### src/rtl/sd_irq_pkg.sv
package sd_irq_pkg;

  localparam int IRQ_EN_BIT    = 4;
  localparam int SELF_CLR_BITS = 3;
  localparam int CARD_IN_BIT   = 30;
  localparam int CARD_OUT_BIT  = 31;
  localparam int PRESENT_BIT   = 8;
  localparam logic [31:0] CTRL_RESET = 32'h0000_0300;

  typedef enum logic [2:0] {
    SEL_CTRL   = 3'd0,
    SEL_MASK   = 3'd1,
    SEL_MASKED = 3'd2,
    SEL_RAW    = 3'd3,
    SEL_STATE  = 3'd4,
    SEL_NONE   = 3'd7
  } regSel_t;

  typedef struct packed {
    logic wrCtrl;
    logic wrMask;
    logic clrRaw;
    logic clrState;
    logic cardSet;
    logic cardClr;
  } strobe_t;

endpackage

### src/rtl/sd_irq_ctl.sv
module sd_irq_ctl
  import sd_irq_pkg::*;
#(
  parameter int ADDR_W = 3,
  parameter int DATA_W = 32
) (
  input  logic              wrEn,
  input  logic [ADDR_W-1:0] wrAddr,
  input  logic [ADDR_W-1:0] rdAddr,
  input  logic [DATA_W-1:0] setPulse,
  input  logic              cardInsert,
  input  logic              cardRemove,
  output strobe_t           strb,
  output logic [DATA_W-1:0] eventSet,
  output regSel_t           rdSel
);

  localparam logic [DATA_W-1:0] CARD_MASK =
    (DATA_W'(1) << CARD_IN_BIT) | (DATA_W'(1) << CARD_OUT_BIT);

  // Card-bit positions are owned by the card events, not by the engines.
  assign eventSet = setPulse & ~CARD_MASK;

  function automatic regSel_t decodeAddr(input logic [ADDR_W-1:0] a);
    regSel_t s;
    if (a == ADDR_W'(SEL_CTRL))        s = SEL_CTRL;
    else if (a == ADDR_W'(SEL_MASK))   s = SEL_MASK;
    else if (a == ADDR_W'(SEL_MASKED)) s = SEL_MASKED;
    else if (a == ADDR_W'(SEL_RAW))    s = SEL_RAW;
    else if (a == ADDR_W'(SEL_STATE))  s = SEL_STATE;
    else                               s = SEL_NONE;
    return s;
  endfunction

  regSel_t wrSel;

  always_comb begin
    wrSel = decodeAddr(wrAddr);
    rdSel = decodeAddr(rdAddr);
  end

  always_comb begin
    strb = '0;
    // A removal overrides a simultaneous insertion.
    strb.cardClr = cardRemove;
    strb.cardSet = cardInsert & ~cardRemove;
    if (wrEn) begin
      unique case (wrSel)
        SEL_CTRL:             strb.wrCtrl   = 1'b1;
        SEL_MASK:             strb.wrMask   = 1'b1;
        SEL_MASKED, SEL_RAW:  strb.clrRaw   = 1'b1;
        SEL_STATE:            strb.clrState = 1'b1;
        default:              ;
      endcase
    end
  end

endmodule

### src/rtl/sd_irq_dp.sv
module sd_irq_dp
  import sd_irq_pkg::*;
#(
  parameter int DATA_W = 32
) (
  input  logic              clk,
  input  logic              rstN,
  input  strobe_t           strb,
  input  logic [DATA_W-1:0] eventSet,
  input  logic [DATA_W-1:0] wrData,
  input  regSel_t           rdSel,
  output logic [DATA_W-1:0] rdData,
  output logic              irqOut,
  output logic [DATA_W-1:0] ctrlVal,
  output logic [DATA_W-1:0] maskVal,
  output logic [DATA_W-1:0] rawVal,
  output logic [DATA_W-1:0] statusVal
);

  localparam logic [DATA_W-1:0] SELF_CLR_MASK = DATA_W'((1 << SELF_CLR_BITS) - 1);

  logic [DATA_W-1:0] ctrlQ, ctrlNext;
  logic [DATA_W-1:0] maskQ, maskNext;
  logic [DATA_W-1:0] rawQ, rawNext;
  logic [DATA_W-1:0] clrVec;
  logic              presentQ, presentNext;
  logic              irqQ, irqNext;

  assign ctrlNext = strb.wrCtrl ? (wrData & ~SELF_CLR_MASK) : ctrlQ;
  assign maskNext = strb.wrMask ? wrData : maskQ;
  assign clrVec   = strb.clrRaw ? wrData : '0;

  // Per-bit raw update: clear first, then the set source takes priority.
  for (genvar b = 0; b < DATA_W; b++) begin : g_raw
    if (b == CARD_IN_BIT) begin : g_in
      assign rawNext[b] = strb.cardSet | (rawQ[b] & ~clrVec[b] & ~strb.cardClr);
    end else if (b == CARD_OUT_BIT) begin : g_out
      assign rawNext[b] = strb.cardClr | (rawQ[b] & ~clrVec[b] & ~strb.cardSet);
    end else begin : g_evt
      assign rawNext[b] = eventSet[b] | (rawQ[b] & ~clrVec[b]);
    end
  end

  always_comb begin
    presentNext = presentQ;
    if (strb.clrState && wrData[PRESENT_BIT]) presentNext = 1'b0;
    if (strb.cardSet)                          presentNext = 1'b1;
    if (strb.cardClr)                          presentNext = 1'b0;
  end

  assign irqNext = ctrlNext[IRQ_EN_BIT] & (|(rawNext & maskNext));

  always_ff @(posedge clk or negedge rstN) begin
    if (!rstN) begin
      ctrlQ    <= DATA_W'(CTRL_RESET);
      maskQ    <= '0;
      rawQ     <= '0;
      presentQ <= 1'b1;
      irqQ     <= 1'b0;
    end else begin
      ctrlQ    <= ctrlNext;
      maskQ    <= maskNext;
      rawQ     <= rawNext;
      presentQ <= presentNext;
      irqQ     <= irqNext;
    end
  end

  assign ctrlVal   = ctrlQ;
  assign maskVal   = maskQ;
  assign rawVal    = rawQ;
  assign statusVal = DATA_W'(presentQ) << PRESENT_BIT;
  assign irqOut    = irqQ;

  always_comb begin
    unique case (rdSel)
      SEL_CTRL:   rdData = ctrlQ;
      SEL_MASK:   rdData = maskQ;
      SEL_MASKED: rdData = rawQ & maskQ;
      SEL_RAW:    rdData = rawQ;
      SEL_STATE:  rdData = statusVal;
      default:    rdData = '0;
    endcase
  end

endmodule

### src/rtl/sd_irq_status_ctl.sv
module sd_irq_status_ctl
  import sd_irq_pkg::*;
#(
  parameter int ADDR_W = 3,
  parameter int DATA_W = 32
) (
  input  logic              clk,
  input  logic              rstN,
  input  logic              wrEn,
  input  logic [ADDR_W-1:0] wrAddr,
  input  logic [DATA_W-1:0] wrData,
  input  logic [ADDR_W-1:0] rdAddr,
  output logic [DATA_W-1:0] rdData,
  input  logic [DATA_W-1:0] setPulse,
  input  logic              cardInsert,
  input  logic              cardRemove,
  output logic              irqOut
);

  strobe_t           strb;
  regSel_t           rdSel;
  logic [DATA_W-1:0] eventSet;
  logic [DATA_W-1:0] ctrlVal, maskVal, rawVal, statusVal;

  sd_irq_ctl #(.ADDR_W(ADDR_W), .DATA_W(DATA_W)) u_ctl (
    .wrEn       (wrEn),
    .wrAddr     (wrAddr),
    .rdAddr     (rdAddr),
    .setPulse   (setPulse),
    .cardInsert (cardInsert),
    .cardRemove (cardRemove),
    .strb       (strb),
    .eventSet   (eventSet),
    .rdSel      (rdSel)
  );

  sd_irq_dp #(.DATA_W(DATA_W)) u_dp (
    .clk       (clk),
    .rstN      (rstN),
    .strb      (strb),
    .eventSet  (eventSet),
    .wrData    (wrData),
    .rdSel     (rdSel),
    .rdData    (rdData),
    .irqOut    (irqOut),
    .ctrlVal   (ctrlVal),
    .maskVal   (maskVal),
    .rawVal    (rawVal),
    .statusVal (statusVal)
  );

endmodule

### config.mk
export PLATFORM = sky130hd
export DESIGN_NAME = sd_irq_status_ctl
export DESIGN_NICKNAME = d
export VERILOG_FILES = /design/src/rtl/sd_irq_pkg.sv /design/src/rtl/sd_irq_ctl.sv /design/src/rtl/sd_irq_dp.sv /design/src/rtl/sd_irq_status_ctl.sv
export SDC_FILE = /design/constraint.sdc
export NUM_CORES = 1
export LEC_CHECK = 0
export BUFFER_PORTS_ARGS = -buffer_cell sky130_fd_sc_hd__buf_2
export CAP_MARGIN = 20
export CORE_AREA = 2 2 102 104
export CTS_BUF_LIST = sky130_fd_sc_hd__clkbuf_4
export DETAILED_ROUTE_END_ITERATION = 10
export DIE_AREA = 0 0 104 106
export GPL_ROUTABILITY_DRIVEN = 1
export PLACE_DENSITY = 0.9
export SLEW_MARGIN = 20
export SYNTH_ARGS = -nofsm -noshare
export SYNTH_HDL_FRONTEND = slang
export SYNTH_HIERARCHICAL = 1
export SYNTH_SLANG_ARGS = --single-unit
export TNS_END_PERCENT = 30
### constraint.sdc
create_clock -name clk -period 3.8 [get_ports clk]
set_input_delay 0.19 -clock clk [delete_from_list [all_inputs] [get_ports clk]]
set_output_delay 0.19 -clock clk [all_outputs]
set_load 0.03 [all_outputs]
Yosys cells after proc, flatten, opt, wreduce, memory -nomap -nowiden
Index checks and enable logic that the tools add are counted.
{"block": "word_totals", "in_bits": 75, "reg_bits": 95, "out_inout_bits": 33}
{"block": "classes", "n_reduce_logical": 8, "n_mux": 22, "bitwise": 104, "n_eq_ne": 16}
{"cell": "32-bit case mux with 5 select lines", "count": 1}
{"cell": "32-bit AND", "count": 2}
{"cell": "32-bit 2-to-1 mux", "count": 2}
{"cell": "1-bit AND", "count": 36}
{"cell": "1-bit NOT", "count": 34}
{"cell": "1-bit bitwise OR", "count": 32}
{"cell": "32-bit OR reduction", "count": 1}
{"cell": "3-bit by 2-bit equality test with 1-bit output, second input constant", "count": 8}
{"cell": "3-bit 2-to-1 mux", "count": 8}
{"cell": "3-bit by 1-bit equality test with 1-bit output, second input constant", "count": 4}
{"cell": "3-bit equality test, second input constant", "count": 4}
{"cell": "3-bit logical NOT", "count": 4}
{"cell": "1-bit 2-to-1 mux", "count": 7}
{"cell": "5-bit 2-to-1 mux", "count": 1}
{"cell": "2-bit 2-to-1 mux", "count": 2}
{"cell": "4-bit 2-to-1 mux", "count": 1}
{"cell": "3-bit nonzero test", "count": 1}
{"cell": "2-bit OR reduction", "count": 1}
{"cell": "1-bit logical AND", "count": 1}

Longest topological paths before layout
{"block": "depth", "word_depth": 18, "mapped_depth": 8}

Modules after synthesis
The synthesis kept the hierarchy.
{"module": "sd_irq_dp", "seq_area_each_um2": 2381.0, "area_each_um2": 5031.1, "cells_each": 475, "n_inst": 1}
{"module": "sd_irq_ctl", "seq_area_each_um2": 0.0, "area_each_um2": 325.3, "cells_each": 42, "n_inst": 1}

Worst setup path after synthesis
OpenSTA, ideal clock, no wires.
{"block": "synth_timing", "kind": "input to output", "start": "input rdAddr[0]", "end": "output rdData[31]", "required_ns": 3.610, "t_arrival_ns": 2.537, "stages": 6, "path_buffers": 2, "path_slack_ns": 1.073, "cell_sequence": "a21o_1 > clkbuf_1 > nand2b_2 > buf_6 > nor2_1 > a2111oi_0"}
{"block": "synth_between", "elab_chain_cells": 8, "word_cells_on_any_way": 16}
{"item": "from (decl)", "line": "sd_irq_status_ctl.sv:12", "text": "input logic [ADDR_W-1:0] rdAddr,"}
{"item": "3-bit equality test", "line": "sd_irq_ctl.sv:30", "text": "else if (a == ADDR_W'(SEL_STATE)) s = SEL_STATE;"}
{"item": "2-bit 2-to-1 mux", "line": "sd_irq_ctl.sv:30"}
{"item": "3-bit 2-to-1 mux", "line": "sd_irq_ctl.sv:29", "text": "else if (a == ADDR_W'(SEL_RAW)) s = SEL_RAW;"}
{"item": "3-bit 2-to-1 mux", "line": "sd_irq_ctl.sv:28", "text": "else if (a == ADDR_W'(SEL_MASKED)) s = SEL_MASKED;"}
{"item": "3-bit 2-to-1 mux", "line": "sd_irq_ctl.sv:27", "text": "else if (a == ADDR_W'(SEL_MASK)) s = SEL_MASK;"}
{"item": "3-bit 2-to-1 mux (*)", "line": "sd_irq_ctl.sv:26", "text": "if (a == ADDR_W'(SEL_CTRL)) s = SEL_CTRL;"}
{"item": "3-bit equality test (tied with other cells)", "line": "sd_irq_dp.sv:76", "text": "unique case (rdSel)"}
{"item": "32-bit case mux with 5 select lines (*)", "line": "sd_irq_dp.sv:76"}
{"item": "to (decl)", "line": "sd_irq_status_ctl.sv:13", "text": "output logic [DATA_W-1:0] rdData,"}
Mark *: on every way between the ends. The rest lies on a longest branch, timed or not.

Worst setup path in the final report
{"block": "layout_timing", "start": "input rdAddr[2]", "end": "output rdData[10]"}
{"block": "layout_between", "elab_chain_cells": 8, "word_cells_on_any_way": 16}
{"item": "3-bit equality test", "line": "sd_irq_ctl.sv:30"}
{"item": "2-bit 2-to-1 mux", "line": "sd_irq_ctl.sv:30"}
{"item": "3-bit 2-to-1 mux", "line": "sd_irq_ctl.sv:29"}
{"item": "3-bit 2-to-1 mux", "line": "sd_irq_ctl.sv:28"}
{"item": "3-bit 2-to-1 mux", "line": "sd_irq_ctl.sv:27"}
{"item": "3-bit 2-to-1 mux (*)", "line": "sd_irq_ctl.sv:26"}
{"item": "via rdSel[1]", "line": "sd_irq_status_ctl.sv:21", "text": "regSel_t rdSel;"}
{"item": "3-bit equality test (tied with other cells)", "line": "sd_irq_dp.sv:76"}
{"item": "32-bit case mux with 5 select lines (*)", "line": "sd_irq_dp.sv:76"}
The timed path passes the listed nets; every way through them passes the cells marked *.

==> metrics.md <==
| Metric | Value |
|---|---|
| Outcome | finished clean |
| Reg2reg end | u_dp/irqOut$_DFF_PN0_ |
| Num Clock Sinks | 95 |
| H-tree levels | 3 |
| Hold Path Class | input port to flip-flop |
| Crit path buffers/inverters | 3 |
| RePlAce Congestion | roughly 0.8 |
| Filler cells | 834 |
| Gr usage total | 0.235 |
| Std cell rows | 37 |
| Final hold violation count | 0 |
| Tcrit/Tclk final | 0.804 |
| Core Util, Final | 0.612 |
| Hold Crit Start | wrData[21] |
| Share of layout cells above drive strength 1 | 0.336 |
| Crit. End Element | output pin |
| # diodes | 0 |
| Clock tree buffer depth | 2 |
| Starting Density | 0.507 |
| Critical-path cell list | buf_2 > a21o_2 > buf_4 > a211oi_1 > a2111oi_0 > buf_2 |
| CTS tree | done |
| Post-Synthesis Net Count | 553 |
| Arrival time worst endpoint | around 2.9 ns |
| Delay-heaviest family, CP | buffers and inverters |
| Unrepaired setup endpoints after global routing | no |
| R2r worst-path depth | 5 |
| Crit-path slowest cell | buf_4 |
| Worst Hold Path EP | u_dp/ctrlVal[21]$_DFFE_PN0P_ |
| Mapped cell area | between 5000 and 6000 sq um |
| Register area | ~2400 sq um |
| Port bufs | around 110 |
| Largest net degree at the start of global routing | between 90 and 100 |
| Max Cap Viol | 0 |
| Vias/cell | about 5.6 |
| Reg-to-Reg Start | u_dp/maskVal[18]$_DFF_PN0_ |
| Die Width | approximately 100 um |
| CP max FO | 93 |
| VDD IR max | about 0.00021 V |
| Worst EP required | around 3.6 ns |
| Max-slew headroom | 0.386 |
| Most used cell, CP | buf_2 |
| Layout area overhead | 20.7% |
| Vias in the first global route | between 4,000 and 5,000 |
| Mapped Cells | ~480 |
| Clk_lat worst skew | between 0.4 and 0.5 ns |
| Worst-margin pin slew | a little over 0.9 ns |
| Die Y | 106 um |
| Slew Limit Fails | 0 |
| R2R Setup Slk | around 2.2 ns |
| Post-CTS setup buffer count | 0 |
| Minimum clock period | ~3 ns |
| Leakage | ~2.8 nW |
| WHS Path Cells | 2 |
| Initial antenna violation count | 0 |
| DRC Markers | 0 |
| Final setup fails | 0 |
| Max Clock Freq | 327 MHz |
| Clk pin slew, worst setup/hold paths | 0.15 ns |
| DR pass1 iterations | 5 |
| Root buf cell | clkbuf_4 |
| Skew final | 0.0102 ns |
| Post-Route WL | 12,700 um |
| Die ar. | approximately 11,000 sq um |
| TritonCTS buffer count | 9 |
| Critical path type | input port to output pin |
| I/O pin count | between 100 and 150 |
| Setup TNS | 0 ns |
| Yosys warnings | 6 |
| Post-CTS Resized | 0 |
| WL/cell | 17.5 um |
| Startpoint Class | input port |
| Nets@finish | 663 |
| Final ANT Viol Nets | 0 |
| Core ar. | 10000 sq um |
| 1st-iter DRT viols | 213 |
| Post-DP HPWL | around 8100 um |
| Pwr Density | 425 nW/um^2 |
| First-pass GRT wire length | roughly 21,000 um |
| Worst stage delay on the critical path | around 0.67 ns |
| CTS Hold Bufs | just over 50 |
| Congestion Overflow GR | 0 |
| Syn avg cell area | around 11 sq um |
| Multi-input gate area | between 2000 and 2500 sq um |
| Via Count | a little over 4,000 |
## power breakdown
group / switching, mW / leakage [nW] / internal (mW)
Sequential: 0.0943 / 1.05 / 1.17
Clock: 0.339 / 0.0942 / 0.334
Combinational: 0.352 / 1.66 / 0.310
Total: 0.786 / 2.80 / 1.82
## worst register-to-register path: stages, from the launching register on
cell and delay, ns:
dfrtp_1 0.42, mux2_2 0.28, o21a_1 0.12, a2111oi_2 0.31, and3_1 0.23, a41oi_1 0.12
## how the worst max path moves through the flow
stage | start | endpoint | slack (ns) | cells after the start
detailed placement | rdAddr[2] | rdData[6] | 0.84 | 6
global placement | rdAddr[2] | rdData[18] | 0.99 | 6
CTS | rdAddr[2] | rdData[6] | 0.84 | 6
finish | rdAddr[2] | rdData[10] | 0.74 | 6
global route | rdAddr[2] | rdData[5] | 0.65 | 6
floorplan | rdAddr[0] | rdData[31] | 1.07 | 6
## cell usage in the layout, fill, tap and decap left out, types with 3 or more instances in the layout
master	count
nand3_1	3
buf_2	104
nand2_1	38
and4_1	3
nor2b_1	27
bufinv_16	3
a21boi_0	3
or2_2	3
mux2_2	59
a211oi_1	27
a22oi_1	14
a21oi_1	6
dfrtp_1	92
nor2_1	28
dlygate4sd3_1	51
buf_4	5
clkbuf_4	9
a2111oi_0	26
a21o_1	28
o21a_1	3
inv_1	30
dfstp_2	3
## per-stage QoR
stage                     setup WS (ns)  hold WS, ns  total power [mW]  cells  area, sq um
after floorplan                    1.07       -0.106              1.72    478         5070
after global placement            0.994        0.372              1.86    662         5420
after detailed placement          0.843        0.335              1.90    662         5430
after CTS                         0.845     0.000238              2.62    729         6120
after global routing              0.653      0.00464              2.73    729         6120
final                             0.744       0.0312              2.60    729         6120
## layout make-up
| class | instances | share of cell area |
|---|---|---|
| timing repair buffer | 161 | 0.176 |
| multi-input combinational | 291 | 0.358 |
| sequential | 95 | 0.389 |
| inverter | 30 | 0.0184 |
| tap | 136 | 0.0278 |
| clock buffer | 9 | 0.0110 |
| clock inverter | 7 | 0.0194 |
## per-layer routing
layer  wire length, um  vias to the layer above  global-route usage
met3               795                       26              0.0362
met4               252                        0              0.0869
met5                 0                        -                   0
met2              6480                      162               0.429
met1              5200                     2000               0.283
li1                  -                     1891                   -
## state kept, by name, summed over array words and instances (netlist names)
register,count
u_dp/maskVal,32
u_dp/rawVal,32
u_dp/presentQ,1
u_dp/irqOut,1
u_dp/ctrlVal,29
No activity file was read; power rests on OpenSTA's default activity.
